$ cat src/rtl/out_latch_pkg.sv
package out_latch_pkg;
    typedef enum logic {
        MAP_PORT   = 1'b0,
        MAP_MEMORY = 1'b1
    } map_mode_e;

    typedef enum logic [1:0] {
        ST_IDLE    = 2'd0,
        ST_CAPTURE = 2'd1,
        ST_COMMIT  = 2'd2
    } latch_state_e;
endpackage

$ cat src/rtl/out_latch_sampler.sv
module out_latch_sampler #(
    parameter int ADDR_W = 16,
    parameter int DATA_W = 8
) (
    input  logic              clk,
    input  logic              rst_n,
    input  logic [ADDR_W-1:0] bus_addr,
    input  logic [DATA_W-1:0] bus_data,
    input  logic              iorq_n,
    input  logic              mreq_n,
    input  logic              wr_n,
    output logic [ADDR_W-1:0] s_addr,
    output logic [DATA_W-1:0] s_data,
    output logic              s_iorq_n,
    output logic              s_mreq_n,
    output logic              s_wr_n
);
    // single register stage between the asynchronous bus and the decoder
    always_ff @(posedge clk or negedge rst_n) begin
        if (!rst_n) begin
            s_addr   <= '0;
            s_data   <= '0;
            s_iorq_n <= 1'b1;
            s_mreq_n <= 1'b1;
            s_wr_n   <= 1'b1;
        end else begin
            s_addr   <= bus_addr;
            s_data   <= bus_data;
            s_iorq_n <= iorq_n;
            s_mreq_n <= mreq_n;
            s_wr_n   <= wr_n;
        end
    end
endmodule

$ cat src/rtl/out_latch_decode.sv
module out_latch_decode
    import out_latch_pkg::*;
#(
    parameter int               ADDR_W   = 16,
    parameter int               PORT_W   = 8,
    parameter map_mode_e        MAP_MODE = MAP_PORT,
    parameter logic [ADDR_W-1:0] DEV_ADDR = 16'h0007
) (
    input  logic [ADDR_W-1:0] s_addr,
    input  logic              s_iorq_n,
    input  logic              s_mreq_n,
    input  logic              s_wr_n,
    output logic              hit
);
    generate
        if (MAP_MODE == MAP_PORT) begin : g_port
            // upper address byte plays no part in port-space selection
            logic unused_hi;
            logic unused_mreq;
            assign unused_hi   = ^s_addr[ADDR_W-1:PORT_W];
            assign unused_mreq = s_mreq_n;
            assign hit = !s_iorq_n && !s_wr_n &&
                         (s_addr[PORT_W-1:0] == DEV_ADDR[PORT_W-1:0]);
        end else begin : g_mem
            logic unused_iorq;
            assign unused_iorq = s_iorq_n;
            assign hit = !s_mreq_n && !s_wr_n && (s_addr == DEV_ADDR);
        end
    endgenerate
endmodule

$ cat src/rtl/out_latch_fsm.sv
module out_latch_fsm
    import out_latch_pkg::*;
#(
    parameter int DATA_W = 8
) (
    input  logic              clk,
    input  logic              rst_n,
    input  logic              hit,
    input  logic [DATA_W-1:0] s_data,
    output logic [DATA_W-1:0] out_q,
    output logic              wr_pulse
);
    latch_state_e state, state_nx;
    logic [DATA_W-1:0] hold_q;

    always_comb begin
        state_nx = state;
        unique case (state)
            ST_IDLE:    state_nx = hit ? ST_CAPTURE : ST_IDLE;
            ST_CAPTURE: state_nx = hit ? ST_CAPTURE : ST_COMMIT;
            ST_COMMIT:  state_nx = hit ? ST_CAPTURE : ST_IDLE;
            default:    state_nx = ST_IDLE;
        endcase
    end

    // state register
    always_ff @(posedge clk or negedge rst_n) begin
        if (!rst_n) state <= ST_IDLE;
        else        state <= state_nx;
    end

    // outputs: holding byte follows the bus while the cycle is valid,
    // output register loads on the way into commit
    always_ff @(posedge clk or negedge rst_n) begin
        if (!rst_n) begin
            hold_q <= '0;
            out_q  <= '0;
        end else begin
            if (hit) hold_q <= s_data;
            if (state == ST_CAPTURE && !hit) out_q <= hold_q;
        end
    end

    assign wr_pulse = (state == ST_COMMIT);

    assert_pulse_single_R7: assert property (@(posedge clk) disable iff (!rst_n)
        wr_pulse |=> !wr_pulse);

    assert_change_has_pulse_R7: assert property (@(posedge clk) disable iff (!rst_n)
        (out_q != $past(out_q)) |-> wr_pulse);

    assert_reset_clear_R1: assert property (@(posedge clk)
        !rst_n |=> (out_q == '0 && !wr_pulse));
endmodule

$ cat src/rtl/out_latch_top.sv
module out_latch_top
    import out_latch_pkg::*;
#(
    parameter int                ADDR_W   = 16,
    parameter int                DATA_W   = 8,
    parameter int                PORT_W   = 8,
    parameter map_mode_e         MAP_MODE = MAP_PORT,
    parameter logic [ADDR_W-1:0] DEV_ADDR = 16'h0007
) (
    input  logic              clk,
    input  logic              rst_n,
    input  logic [ADDR_W-1:0] bus_addr,
    input  logic [DATA_W-1:0] bus_data,
    input  logic              iorq_n,
    input  logic              mreq_n,
    input  logic              wr_n,
    output logic [DATA_W-1:0] out_q,
    output logic              wr_pulse
);
    logic [ADDR_W-1:0] s_addr;
    logic [DATA_W-1:0] s_data;
    logic              s_iorq_n, s_mreq_n, s_wr_n;
    logic              hit;

    out_latch_sampler #(.ADDR_W(ADDR_W), .DATA_W(DATA_W)) u_smp (
        .clk(clk), .rst_n(rst_n), .bus_addr(bus_addr), .bus_data(bus_data),
        .iorq_n(iorq_n), .mreq_n(mreq_n), .wr_n(wr_n),
        .s_addr(s_addr), .s_data(s_data),
        .s_iorq_n(s_iorq_n), .s_mreq_n(s_mreq_n), .s_wr_n(s_wr_n)
    );

    out_latch_decode #(.ADDR_W(ADDR_W), .PORT_W(PORT_W),
                       .MAP_MODE(MAP_MODE), .DEV_ADDR(DEV_ADDR)) u_dec (
        .s_addr(s_addr), .s_iorq_n(s_iorq_n), .s_mreq_n(s_mreq_n),
        .s_wr_n(s_wr_n), .hit(hit)
    );

    out_latch_fsm #(.DATA_W(DATA_W)) u_fsm (
        .clk(clk), .rst_n(rst_n), .hit(hit), .s_data(s_data),
        .out_q(out_q), .wr_pulse(wr_pulse)
    );

    // a pulse follows a bus cycle whose write qualification had ended
    assert_pulse_after_release_R5: assert property (@(posedge clk) disable iff (!rst_n)
        wr_pulse |-> $past(wr_n | (iorq_n & mreq_n), 2));

    // a read cycle never marks the decoder as hit
    assert_read_no_hit_R8: assert property (@(posedge clk) disable iff (!rst_n)
        $past(wr_n) |-> !hit);
endmodule

$ cat config.mk
export PLATFORM = sky130hd
export DESIGN_NAME = out_latch_top
export DESIGN_NICKNAME = d
export VERILOG_FILES = /design/src/rtl/out_latch_pkg.sv /design/src/rtl/out_latch_sampler.sv /design/src/rtl/out_latch_decode.sv /design/src/rtl/out_latch_fsm.sv /design/src/rtl/out_latch_top.sv
export SDC_FILE = /design/constraint.sdc
export NUM_CORES = 1
export LEC_CHECK = 0
export BUFFER_PORTS_ARGS = -buffer_cell sky130_fd_sc_hd__buf_2
export CAP_MARGIN = 0
export CORE_MARGIN = 3
export CORE_UTILIZATION = 35
export DETAILED_ROUTE_END_ITERATION = 8
export GPL_ROUTABILITY_DRIVEN = 0
export PLACE_DENSITY = 0.58
export SLEW_MARGIN = 25
export SYNTH_ARGS = -nofsm -noshare
export SYNTH_HDL_FRONTEND = slang
export SYNTH_HIERARCHICAL = 1
export SYNTH_SLANG_ARGS = --single-unit
$ cat constraint.sdc
create_clock -name clk -period 5.1 [get_ports clk]
set_clock_uncertainty 0.1 [all_clocks]
set_input_delay 1.275 -clock clk [delete_from_list [all_inputs] [get_ports clk]]
set_output_delay 1.275 -clock clk [all_outputs]
set_load 0.02 [all_outputs]
==> results.txt, run 1 <==
38 I/O pins were placed. The core box area was 3103 um2. The design draws 0.4643 mW. Number of antenna violations at the first check in global routing: 0. Summed over all nets, the half-perimeter wirelength after detailed placement is 1.075 mm. The y dimension of the die was 63.48 um; the level count of the clock H-tree was 2. In this run the most critical hold path is launched from u_fsm/state[0]. The synthesized netlist occupies a cell area of 1156 um2.

The first global-routing pass estimated 2.911 mm of wire. The tools report the count of TritonRoute iterations in the first routing pass as 3. Counting I/O delays and the setup requirement, the final critical path takes 2.404 ns. Capturing element type of the critical path: an output pin. Summed over all cells, the static leakage comes to 0.7181 nW.

In this run the core area contains 20 standard-cell rows. Along the worst path, the maximum fanout reaches 3. The setup violation total in the final timing report is 0.

During placement, the flow inserted port buffers numbering 28. After detailed routing, the number of remaining DRC violations is 0. The number of nets in the synthesized netlist is 89. The logs give 60 for the post-synthesis instance total and 0 for the post-CTS resize count. The area growth from synthesis to layout is 20.02%. The average cell area after synthesis works out to 19.27 um2.

The critical path goes through nor2b_1, buf_2. The slew at the pin closest to its max-slew limit was 0.7465 ns; the fraction of the cycle the final worst path needs was 0.4713. Across the VDD grid, the largest voltage drop is 0.0001551 V.

The antenna diode count came out at 0. In this run the clock root is driven by a sky130_fd_sc_hd__clkbuf_4. For this run, the slowest stage of the critical path takes 0.38 ns.

The average wire per cell in the routed design was 11.84 um. The number of setup buffers added after CTS is 0. The aggregate routed wire length was 1.634 mm. The startpoint identified for the worst register-to-register timing path is u_smp/s_wr_n. Adding up every negative setup slack in the final design gives 0 ns.

The detail route stage leaves a number of antenna-violating nets equal to 0. The count of pins over their slew limit was 0; the number of buffers added by the clock tree synthesis step was 5. Setup repair after global routing left no endpoint under its margin.

The power density over the cells was 334.6 nW/um2; the via count of the first global-routing pass was 638. The run gives 2 as the maximum count of clock buffers along a single path. The run finished with clean final reports. The combined global-route utilization of all metal layers is 0.1024.

In this run, the number of DRC markers left after iteration 0 of detailed routing was 4. The critical path required time was 3.72 ns; the clock edge transition at the registers on the reported setup and hold paths was 0.10 ns. Derived from the worst setup path, the maximum achievable clock frequency is 0.4160 GHz. The pin count of the biggest net entering global routing is 37, and the arrival time of the worst setup path is 1.03 ns. Remaining max-slew budget at the tightest pin: 0.5002. Clock latency of the later-clocked register in the worst-skew pair: 0.33 ns. Hold repair after CTS inserted 0 buffers. The initial core utilization is 0.3726, and the number of nets in the layout is 122. The floorplan step set the die width to 63.48 um. Startpoint kind of the worst setup timing path: a flip-flop. The routed via count divided by cell count was 4.377; the fraction of layout cells with a size suffix above 1 was 0.5638. The class of the tightest hold or removal check is reg2reg. The routed layout has 604 vias.

For this run, the number of Yosys warnings is 6. TritonCTS built the clock tree. Fill cells in the final layout number 312. Tracing the worst setup path back leads to its startpoint at u_fsm/state[1]. Critical path start-end classification: reg2out. On the critical path, the stage with the largest delay is an instance of sky130_fd_sc_hd__dfrtp_1. The total overflow left after global routing is 0. The total count of hold-check failures in the final report was 0. The die covers 4029 um2.

After layout, the worst setup slack is 2.696 ns. The tool flagged a number of max-cap violations equal to 0. At the placement stage, the worst setup path has a slack of 2.840 ns. The logs give 0.4472 for the share of the core filled with cells in the final layout and 0.3807 ns for the minimum hold slack.

Counting every sink on the clock net gives 36.
[layout make-up]
cell class / count / area [um2] / area share
tap: 44 / 55.05 / 0.03968
clock buffer: 8 / 58.81 / 0.04238
timing repair buffer: 28 / 140.1 / 0.1010
multi-input combinational: 22 / 230.2 / 0.1659
sequential: 36 / 903.4 / 0.6510
[cell usage in the layout (no fill, tap or decap)]
master,count
sky130_fd_sc_hd__dfrtp_1,34
sky130_fd_sc_hd__buf_2,28
sky130_fd_sc_hd__mux2_2,16
sky130_fd_sc_hd__clkbuf_4,5
sky130_fd_sc_hd__clkbuf_1,2
sky130_fd_sc_hd__dfstp_2,2
sky130_fd_sc_hd__clkbuf_8,1
sky130_fd_sc_hd__nor4_1,1
sky130_fd_sc_hd__nor4b_1,1
sky130_fd_sc_hd__and4_1,1
sky130_fd_sc_hd__nor2b_1,1
sky130_fd_sc_hd__a21boi_0,1
sky130_fd_sc_hd__nor3b_2,1
[power breakdown]
| part | leakage, nW | total [mW] | switching (mW) | internal (mW) |
|---|---|---|---|---|
| Sequential | 0.458 | 0.297 | 0.00249 | 0.295 |
| Combinational | 0.227 | 0.0142 | 0.00744 | 0.00671 |
| Clock | 0.0326 | 0.153 | 0.0849 | 0.0680 |
[sequential cells by signal, indices dropped and copies added, names as in the netlist]
signal          cells
u_fsm/hold_q        8
u_fsm/out_q         8
u_smp/s_addr        8
u_smp/s_data        8
u_fsm/state         2
u_smp/s_iorq_n      1
u_smp/s_wr_n        1
[critical path: cells and delay by family (launching register included)]
| family | cells | cell delay, ns |
|---|---|---|
| buf+inv | 1 | 0.17 |
| flops | 1 | 0.38 |
| simple gates | 1 | 0.14 |
[path summary, 6_finish.rpt]
check | end | slack (ns) | depth (start not counted)
max in group asynchronous | u_smp/s_addr[7] | 3.52 | 1
min in group asynchronous | u_fsm/out_q[1] | 0.90 | 1
worst max register to register | u_fsm/out_q[5] | 2.88 | 4
worst min register to register | u_fsm/state[0] | 0.38 | 1
worst max-delay path | wr_pulse | 2.70 | 2
worst min-delay path | u_fsm/state[0] | 0.38 | 1
[stage by stage]
| stage | area (um2) | instances |
|---|---|---|
| floorplan | 1156 | 60 |
| global placement | 1329 | 130 |
| detailed placement | 1329 | 130 |
| CTS | 1388 | 138 |
| global route | 1388 | 138 |
| finish | 1388 | 138 |
[routing by layer]
layer  up-vias  GRT usage  routed length, um
li1        273          -                  -
met2        30     0.1525                792
met5         -          0                  0
met3         3    0.08021                194
met4         0    0.04852                 11
met1       298     0.1039                635
Power figures use the tool's default switching activity.
==> run 2: changes to the inputs <==
- PLACE_DENSITY: 0.58 -> 0.6
- clock period: 5.1 -> 2 ns (I/O delays scaled with it)
==> results.txt, run 2 (synthesized netlist as in run 1, its figures left out) <==
The flow ran to the end, and the final reports show no timing, DRC or antenna violations. The total number of clock tree sinks was 36 (unchanged). The most common cell after layout, fill and taps aside is sky130_fd_sc_hd__dfrtp_1 (unchanged).

Worst-path cell chain: nor4b_1, and4_1, buf_4, mux2_2 (was nor2b_1, buf_2). Core box area: 3103 um2 (unchanged). The half-perimeter wire length after placement is 1.178 mm (was 1.075 mm). Critical path start-end classification: reg2reg (was reg2out). The run gives 0 (unchanged) as the number of nets still failing antenna checks after routing.

The class of the tightest hold or removal check was in2async (was reg2reg). The total count of hold-check failures in the final report is 0 (unchanged). The remaining max-slew budget at the tightest pin was 0.5085 (was 0.5002); the power density over the cells was 853.0 nW/um2 (was 334.6 nW/um2).

The cell family with the largest share of critical-path delay is simple AND/OR/NAND/NOR gates (was flip-flops). The quantity of I/O buffers inserted on ports is 28 (unchanged), and the fraction of layout cells with a size suffix above 1 is 0.5876 (was 0.5638). The arrival time of the worst setup path was 1.91 ns (was 1.03 ns); the setup fix buffers added after clock tree synthesis was 0 (unchanged). Reported leakage power: 0.7405 nW (was 0.7181 nW).

The aggregate routed wire length came out at 1.670 mm (was 1.634 mm). The area added between synthesis and finish was 22.84% (was 20.02%); the minimum clock period after layout was 1.794 ns. The die footprint is 4029 um2 (unchanged). The buffer cell driving the clock tree root was sky130_fd_sc_hd__clkbuf_4 (unchanged). The capturing element type of the critical path was a flip-flop (was an output pin). The cell internal power dissipation was 0.9755 mW (was 0.3695 mW).

The number of buffers added by the clock tree synthesis step is 5 (unchanged). Standard cell with the maximum stage delay on the critical path: sky130_fd_sc_hd__dfstp_2 (was sky130_fd_sc_hd__dfrtp_1). The total instance count after detailed placement was 133 (was 130); the pin count of the biggest net entering global routing was 37 (unchanged). The run gives 2.11 ns (was 3.72 ns) as the critical path required time. The slew at the pin closest to its max-slew limit is 0.7372 ns (was 0.7465 ns), and the top-level I/O count is 38 (unchanged).

Commonest cells after routing, fill and taps aside: sky130_fd_sc_hd__dfrtp_1 (34), sky130_fd_sc_hd__buf_2 (28), sky130_fd_sc_hd__mux2_2 (16), sky130_fd_sc_hd__clkbuf_4 (5), sky130_fd_sc_hd__buf_4 (3) (was sky130_fd_sc_hd__dfrtp_1 (34), sky130_fd_sc_hd__buf_2 (28), sky130_fd_sc_hd__mux2_2 (16), sky130_fd_sc_hd__clkbuf_4 (5)). The share of the core filled with cells in the final layout was 0.4577 (was 0.4472). The DRC violation count after routing was 0 (unchanged). The tools report the sequential share of power as 0.626 (was 0.640). The via count of the first global-routing pass is 702 (was 638), and the portion of total power attributed to combinational logic is 0.030 (about the same). The setup violation total in the final timing report came out at 0 (unchanged).

The tools report the initial core utilization as 0.3726 (unchanged). Buffers plus inverters on the worst setup path: 1 (unchanged). The die outline width works out to 63.48 um (unchanged).

For the switching power total, the log shows 0.2359 mW (was 0.09486 mW). The total negative slack for setup checks is 0 ns (unchanged). Setup repair after global routing left no endpoint under its margin. Part of the power in the clock network: 0.345 (was 0.329). The number of rows in the core area is 20 (unchanged). For the maximum count of clock buffers along a single path, the log shows 2 (unchanged). The tools report the final cell count without fillers as 141 (was 138).

The antenna diode count was 0 (unchanged). The run gives 0 (unchanged) as the number of antenna violations at the first check in global routing. The number of hold buffers added after cts was 0 (unchanged). The run gives 1.211 mW (was 0.4643 mW) as the power after layout. For the fill cell total of the finished layout, the log shows 309 (was 312). Y dimension of the die: 63.48 um (unchanged). The logs give 0 (unchanged) for the number of max-cap violations and 2 (unchanged) for the level count of the clock H-tree. The global-route wire length before repair came out at 2.994 mm (was 2.911 mm).

The net switching share of the total power is 0.1947 (was 0.2043), and the largest stage delay on the critical path is 0.37 ns (was 0.38 ns). Startpoint kind of the worst setup timing path: a flip-flop (unchanged). The tools report the combined global-route utilization of all metal layers as 0.1008 (was 0.1024). TritonCTS built the clock tree. Based on the critical path, the design can be clocked at up to 0.5575 GHz. The clock latency of the later-clocked register in the worst-skew pair is 0.32 ns (was 0.33 ns), and the post-CTS resize count is 0 (unchanged). The routed via count divided by cell count was 4.277 (was 4.377). The clock edge transition at the registers on the reported setup and hold paths was 0.10 ns (about the same); the count of TritonRoute iterations in the first routing pass was 2 (was 3). For the maximum ir drop on the vdd rail, the log shows 0.0003985 V (was 0.0001551 V). The worst-path maximum fanout was 7 (was 3). The average wire per cell in the routed design was 11.84 um (about the same). The DRC violation total after the first TritonRoute iteration was 19 (was 4). The tools report the total congestion overflow after global routing as 0 (unchanged). For the count of pins over their slew limit, the log shows 0 (unchanged). The total via count in the routed design came out at 603 (was 604). The number of nets in the layout is 125 (was 122), and the fraction of the cycle the final worst path needs is 0.8969.
## run 2: worst paths after layout
path / from / cells after the start / to / slack, ns
max: u_smp/s_wr_n / 4 / u_fsm/hold_q[3] / 0.21
min: rst_n / 1 / u_fsm/out_q[0] / 0.13
max reg2reg: u_smp/s_wr_n / 4 / u_fsm/hold_q[3] / 0.21
min reg2reg: u_smp/s_data[6] / 1 / u_fsm/hold_q[6] / 0.39
max in group asynchronous: rst_n / 1 / u_fsm/state[0] / 1.21
min in group clk: iorq_n / 1 / u_smp/s_iorq_n / 0.16
## run 2: power by group through the flow
stage                     logic, mW  registers [mW]  clock network (mW)
after floorplan             0.00528           0.771                   0
after CTS                    0.0379           0.758               0.440
after global routing         0.0426           0.761               0.485
final                        0.0358           0.758               0.417
after global placement       0.0358           0.771                   0
after detailed placement     0.0377           0.773                   0
## run 2: final cells by class
| type | count | area, um2 | area share |
|---|---|---|---|
| clock buffers | 8 | 68.82 | 0.04846 |
| well taps | 44 | 55.05 | 0.03877 |
| multi-input cells | 22 | 230.2 | 0.1621 |
| repair buffers | 31 | 162.7 | 0.1145 |
| flip-flops and latches | 36 | 903.4 | 0.6361 |
## run 2: worst reg2reg max path, stage by stage (launching register included)
cell and delay, ns:
sky130_fd_sc_hd__dfstp_2 0.37, sky130_fd_sc_hd__nor4b_1 0.28, sky130_fd_sc_hd__and4_1 0.36, sky130_fd_sc_hd__buf_4 0.21, sky130_fd_sc_hd__mux2_2 0.34
## run 2: through the flow
| stage | hold WS (ns) | setup slack (ns) | instance area, um2 |
|---|---|---|---|
| 6_report | 0.1267 | 0.2061 | 1420 |
| 5_1_grt | 0.1296 | 0.08612 | 1420 |
| 4_1_cts | 0.1350 | 0.1878 | 1420 |
| 3_5_place_dp | 0.3643 | 0.2170 | 1351 |
| 3_3_place_gp | 0.3549 | 0.2230 | 1351 |
| 2_1_floorplan | 0.1044 | 0.2847 | 1156 |
## run 2: routing by layer
layer	vias up	global-route usage	wire, um
li1	275	-	-
met1	295	0.1107	651
met2	28	0.1604	844
met3	5	0.04635	131
met4	0	0.05660	42
met5	-	0	0
